## src/rtl/lsag_pkg.sv

```systemverilog
package lsag_pkg;
    localparam int XLEN = 32;
    localparam int IMM_W = 12;
    localparam int SHAMT_W = 5;
    localparam int REG_IDX_W = 4;
    localparam int PC_AHEAD = 8;

    typedef enum logic [1:0] {
        MODE_OFFSET = 2'd0,
        MODE_PRE    = 2'd1,
        MODE_POST   = 2'd2
    } idx_mode_e;

    typedef enum logic [1:0] {
        SH_LSL = 2'd0,
        SH_LSR = 2'd1,
        SH_ASR = 2'd2,
        SH_ROR = 2'd3
    } shift_kind_e;

    typedef struct packed {
        idx_mode_e                mode;
        logic                     reg_form;
        logic                     add;
        logic                     byte_acc;
        logic                     load;
        logic                     user_acc;
        logic                     bad_shift;
        logic [REG_IDX_W-1:0]     base_idx;
        logic [REG_IDX_W-1:0]     dest_idx;
        logic [IMM_W-1:0]         imm;
        logic [SHAMT_W-1:0]       shamt;
        shift_kind_e              kind;
    } ls_fields_t;
endpackage

```

## src/rtl/lsag_decode.sv

```systemverilog
module lsag_decode
    import lsag_pkg::*;
(
    input  logic [31:0] instr,
    output ls_fields_t  fields
);
    always_comb begin
        fields.reg_form  = instr[25];
        fields.add       = instr[23];
        fields.byte_acc  = instr[22];
        fields.load      = instr[20];
        fields.base_idx  = instr[19:16];
        fields.dest_idx  = instr[15:12];
        fields.imm       = instr[IMM_W-1:0];
        fields.shamt     = instr[11:7];
        fields.kind      = shift_kind_e'(instr[6:5]);
        fields.bad_shift = instr[25] & instr[4];
        unique case ({instr[24], instr[21]})
            2'b11:   fields.mode = MODE_PRE;
            2'b10:   fields.mode = MODE_OFFSET;
            default: fields.mode = MODE_POST;
        endcase
        fields.user_acc = ~instr[24] & instr[21];
    end
endmodule

```

## src/rtl/lsag_shift.sv

```systemverilog
module lsag_shift
    import lsag_pkg::*;
#(
    parameter int W = XLEN
) (
    input  logic [W-1:0]       value,
    input  logic [SHAMT_W-1:0] amount,
    input  shift_kind_e        kind,
    input  logic               carry,
    output logic [W-1:0]       result
);
    always_comb begin
        unique case (kind)
            SH_LSL: result = value << amount;
            SH_LSR: result = (amount == '0) ? '0 : (value >> amount);
            SH_ASR: result = (amount == '0) ? {W{value[W-1]}}
                                            : W'($signed(value) >>> amount);
            SH_ROR: begin
                if (amount == '0)
                    result = {carry, value[W-1:1]};
                else
                    result = (value >> amount) | (value << (W - int'(amount)));
            end
            default: result = value;
        endcase
    end
endmodule

```

## src/rtl/lsag_unit.sv

```systemverilog
module lsag_unit
    import lsag_pkg::*;
(
    input  logic                 clk,
    input  logic                 rst,
    input  logic                 valid_in,
    input  logic [31:0]          instr_in,
    input  logic [XLEN-1:0]      rn_val,
    input  logic [XLEN-1:0]      rm_val,
    input  logic [XLEN-1:0]      pc_val,
    input  logic                 carry_in,
    output logic                 valid_out,
    output logic [XLEN-1:0]      addr_out,
    output logic [XLEN-1:0]      base_new,
    output logic                 base_wb,
    output logic [REG_IDX_W-1:0] wb_reg,
    output logic                 is_byte,
    output logic                 is_load,
    output logic                 force_user,
    output logic                 undef_out
);
    localparam logic [REG_IDX_W-1:0] PC_IDX = '1;

    typedef enum logic {ST_EMPTY, ST_HOLDING} out_state_e;
    out_state_e state_q, state_d;

    ls_fields_t      f;
    logic [XLEN-1:0] shifted, offset, base_eff, sum;
    logic [XLEN-1:0] addr_d;
    logic            wb_d;

    lsag_decode u_dec (.instr(instr_in), .fields(f));

    lsag_shift #(.W(XLEN)) u_shf (
        .value  (rm_val),
        .amount (f.shamt),
        .kind   (f.kind),
        .carry  (carry_in),
        .result (shifted)
    );

    always_comb begin
        base_eff = (f.base_idx == PC_IDX) ? pc_val + XLEN'(PC_AHEAD) : rn_val;
        offset   = f.reg_form ? shifted : XLEN'(f.imm);
        sum      = f.add ? base_eff + offset : base_eff - offset;
        unique case (f.mode)
            MODE_POST: begin addr_d = base_eff; wb_d = 1'b1; end
            MODE_PRE:  begin addr_d = sum;      wb_d = 1'b1; end
            default:   begin addr_d = sum;      wb_d = 1'b0; end
        endcase
        if (f.base_idx == PC_IDX || f.bad_shift || (f.load && f.dest_idx == f.base_idx))
            wb_d = 1'b0;
    end

    always_comb begin
        unique case (state_q)
            ST_EMPTY:   state_d = valid_in ? ST_HOLDING : ST_EMPTY;
            ST_HOLDING: state_d = valid_in ? ST_HOLDING : ST_EMPTY;
            default:    state_d = ST_EMPTY;
        endcase
    end

    always_ff @(posedge clk) begin
        if (rst) state_q <= ST_EMPTY;
        else     state_q <= state_d;
    end

    always_ff @(posedge clk) begin
        if (rst || !valid_in) begin
            addr_out   <= '0;
            base_new   <= '0;
            base_wb    <= 1'b0;
            wb_reg     <= '0;
            is_byte    <= 1'b0;
            is_load    <= 1'b0;
            force_user <= 1'b0;
            undef_out  <= 1'b0;
        end else begin
            addr_out   <= addr_d;
            base_new   <= sum;
            base_wb    <= wb_d;
            wb_reg     <= f.base_idx;
            is_byte    <= f.byte_acc;
            is_load    <= f.load;
            force_user <= f.user_acc;
            undef_out  <= f.bad_shift;
        end
    end

    assign valid_out = (state_q == ST_HOLDING);
endmodule

```

## config.mk

```make
export PLATFORM = sky130hd
export DESIGN_NAME = lsag_unit
export DESIGN_NICKNAME = d
export VERILOG_FILES = /design/src/rtl/lsag_pkg.sv /design/src/rtl/lsag_decode.sv /design/src/rtl/lsag_shift.sv /design/src/rtl/lsag_unit.sv
export SDC_FILE = /design/constraint.sdc
export NUM_CORES = 1
export LEC_CHECK = 0
export BUFFER_PORTS_ARGS = -buffer_cell sky130_fd_sc_hd__buf_2
export CAP_MARGIN = 20
export CORE_ASPECT_RATIO = 2
export CORE_MARGIN = 5
export CORE_UTILIZATION = 40
export CTS_CLUSTER_SIZE = 12
export DETAILED_ROUTE_END_ITERATION = 8
export PLACE_DENSITY_LB_ADDON = 0.08
export SLEW_MARGIN = 20
export SYNTH_ARGS = -nofsm -noshare
export SYNTH_HDL_FRONTEND = slang
export SYNTH_SLANG_ARGS = --single-unit
```

## constraint.sdc

```tcl
create_clock -name clk -period 15.2 [get_ports clk]
set_input_delay 0 -clock clk [delete_from_list [all_inputs] [get_ports clk]]
set_output_delay 0 -clock clk [all_outputs]
set_load 0.01 [all_outputs]
```

==> metrics.csv <==
stage,metric,value,unit
detailed_routing,routedWlPerCell,32.9,um
setup_path,crit_path_cell_trace,buf_4 > buf_4 > buf_4 > mux2i_1 > a2bb2oi_1 > nand3_1 > a32oi_1 > a22o_1 > nor3b_1 > and4_1 > nand2_1 > nor2_1 > a31oi_1 > xor2_1 > ha_1 > nand3_1 > nor3_1 > nand4_1 > o21ai_0 > a21boi_0 > o21a_1 > nor3_1 > nand2_1 > o211ai_1,
setup_path,critPathSlowestCell,a32oi_1,
cts,numCtsBuffers,9,
floorplan,pin_count,206,
run,maxCapViolations,0,
synthesis,syn_inst,1722,
detailed_routing,drtAntennaViolNets,0,
global_routing,overflow,0,
detailed_routing,dr.pass1.iters,6,
detailed_routing,drt_wl_total,74200,um
finish,fillerInstances,3397,
synthesis,synth_flop_cell,dfxtp_1,
finish,drive_above_1_share,23.1,%
setup_path,cp.required,15.47,ns
synthesis,syn_area,13300,sq um
finish,utilization,44.9,%
floorplan,core,32900,sq um
global_routing,antenna_found_initial,2,
finish,ff_latch_area,1480,sq um
min_path,min-delay-start,rn_val[1],
setup_path,crit_top_cell,buf_4,
cts,cts.sinks,74,
cts,tritoncts,done,
floorplan,initial_core_util,40.5,%
placement,place_ws,7.66,ns
finish,fin_cells,2254,
timing,maxSlewHeadroom,13.7,%
timing,worstMarginPinSlew,1.29,ns
setup_path,worstSetupStartpointType,input port,
setup_path,critPathCaptureType,flip-flop,
placement,port_buffers,199,
cts,htreeDepth,3,
cts,cts-resized-gates,0,
cts,cts_buffer_depth,2,
detailed_routing,via_per_inst,6.78,
synthesis,ys_warn_count,0,
setup_path,critPathMaxStageDelay,0.73,ns
setup_path,cp_max_fo,61,
detailed_routing,vias,15300,
timing,rsz0062_at_grt,no,
synthesis,synth_edf_count,0,
global_routing,grt_pass1_vias,15100,
synthesis,synth_nets,1889,
global_routing,grt_pass1_wl,106000,um
cts,clk_pin_slew,0.06,ns
synthesis,synth_seq_area_share,11.1,%
timing,finalCriticalPeriod,7.69,ns
finish,areaGrowthSynthToFinish,10.9,%
synthesis,ys_seq_elements,74,
placement,place.gp.congestion,1.08,
synthesis,ys_async_sr_fraction,0,%
timing,setup_viol,0,
timing,finalCritPeriodShare,50.6,%
run_status,status,"complete, no violations",
power_and_ir_drop,p_leak,6.13,nW
floorplan,die_y,268,um
timing,setup_ws,7.51,ns
setup_path,cp.arrival,7.96,ns
finish,multi_input_area,10900,sq um
detailed_routing,first_iter_violations,1827,
placement,dp_cells,2226,
timing,drv_slew,0,
power_and_ir_drop,totalPowerFinal,1.14,mW
power_and_ir_drop,powerDensity,77.3,nW/um^2
timing,clock.fmax,0.130,GHz
power_and_ir_drop,vdd_drop_max,86.5,uV
setup_path,worstSetupPathType,in -> reg,
timing,tns,0,ns
timing,finalHoldViolations,0,
floorplan,die_area,37300,sq um
global_routing,track_usage,38.3,%
cts,cts-hold-fix-buffers,9,
min_path,hold_depth,3,
cts,root_buffer,clkbuf_16,
synthesis,syn_avg_cell_area,7.74,sq um
floorplan,dieWidth,139,um
floorplan,rows,94,
placement,dp_hpwl,56000,um
synthesis,ys_types,98,
global_routing,grt_max_degree,62,
min_path,hold_class,in -> reg,
detailed_routing,drc,0,
cts,post_cts.repair.setup_buffers,0,
finish,final_nets,1982,
min_path,worstHoldEndpoint,addr_out[1],
cells in the mapped netlist, types with 9 or more instances:
cell type,number,area (sq um)
and3_1,22,138
buf_2,37,185
xor2_1,38,333
mux4_2,74,1670
nand4_1,14,87.6
a221oi_1,9,78.8
nand2_1,160,601
o32ai_1,15,131
o211ai_1,26,195
xnor2_1,54,473
inv_1,24,90.1
ha_1,34,425
nor2b_1,19,119
buf_4,19,143
clkbuf_1,92,345
nand2b_1,21,131
nor3_1,46,230
nor2_1,164,616
dfxtp_1,74,1480
a21o_1,27,203
or2_2,11,68.8
a22oi_1,13,97.6
mux2_2,39,439
or3_1,9,56.3
a21oi_1,109,546
a31oi_1,34,213
a2111oi_0,10,87.6
and2_1,31,194
o21a_1,10,75.1
o21ai_0,85,425
nand3_1,54,270
buf_1,10,37.5
buf_6,11,124
o31ai_1,11,82.6
a211oi_1,37,278
o22ai_1,13,81.3
mux2i_1,113,1130
layer usage:
layer  wire [um]  vias to the layer above  GRT usage (%)
li1            -                     6690              -
met1       23500                     7229           38.1
met2       35700                     1049           66.7
met3        6360                      307           7.51
met4        8630                        0           35.4
met5           0                        -              0
final cells by class:
type,instances,area share [%]
multi-input cells,1448,73.7
clock inverters,7,0.677
diodes,2,0.0338
well taps,432,3.65
flip-flops and latches,74,10.0
clock buffers,9,1.52
inverters,28,0.711
repair buffers,254,9.72
per-stage QoR:
step	instance area [sq um]	hold slack, ns
4_1_cts	14800	0.0424
3_3_place_gp	14400	0.201
3_5_place_dp	14400	0.204
6_report	14800	0.0491
2_1_floorplan	13300	0.100
5_1_grt	14800	0.0653
critical path: cells and delay by family:
kind / cells / cell delay [ns]
buf+inv: 3 / 1.73
mux: 1 / 0.47
simple gates: 10 / 2.17
xor+xnor: 1 / 0.16
compound gates: 8 / 2.89
fa+ha+maj: 1 / 0.42
layout by cell type (no fill, tap or decap), drive strengths merged, types with 12 or more instances in the layout:
cell,count
nor2,164
inv,26
nor3,46
nor2b,19
dfxtp,74
buf,245
and2,31
a211oi,38
a21oi,110
mux2,48
nand2,160
nand4,14
nand2b,21
or2,12
o32ai,15
nand3,55
a22oi,13
ha,34
and3,22
a31oi,35
o21ai,91
a21o,27
mux2i,113
o211ai,27
o31ai,14
o22ai,13
xnor2,56
xor2,39
mux4,74
worst max-delay path by stage:
stage                      startpoint            to  slack [ns]  cells past startpoint
after floorplan           instr_in[8]  base_new[29]        9.09                     30
after global placement    instr_in[9]  addr_out[31]        7.34                     24
after global routing      instr_in[9]  addr_out[31]        7.26                     24
after detailed placement  instr_in[8]  addr_out[31]        7.66                     28
final                     instr_in[9]  addr_out[31]        7.51                     24
after CTS                 instr_in[8]  addr_out[31]        7.99                     28
cells by family (layout without fill, tap and decap cells):
family | after synthesis | count (layout) | share of synthesized area (%)
and+or+nand+nor | 585 | 585 | 21.1
DFF | 74 | 74 | 11.1
other | 0 | 2 | 0
xor gates and xnor gates | 95 | 95 | 6.41
buffers and inverters | 200 | 298 | 7.31
muxes | 235 | 235 | 25.1
AOI/OAI and AO/OA | 498 | 498 | 25.7
adders and majority gates | 35 | 35 | 3.34
report_power, final:
| group | switching (mW) | total (mW) | internal (mW) |
|---|---|---|---|
| clock | 0.0865 | 0.231 | 0.145 |
| sequential | 0.00572 | 0.223 | 0.217 |
| combinational | 0.437 | 0.690 | 0.253 |
| total | 0.529 | 1.14 | 0.614 |
Note: power is estimated with default switching activity, not from simulation.
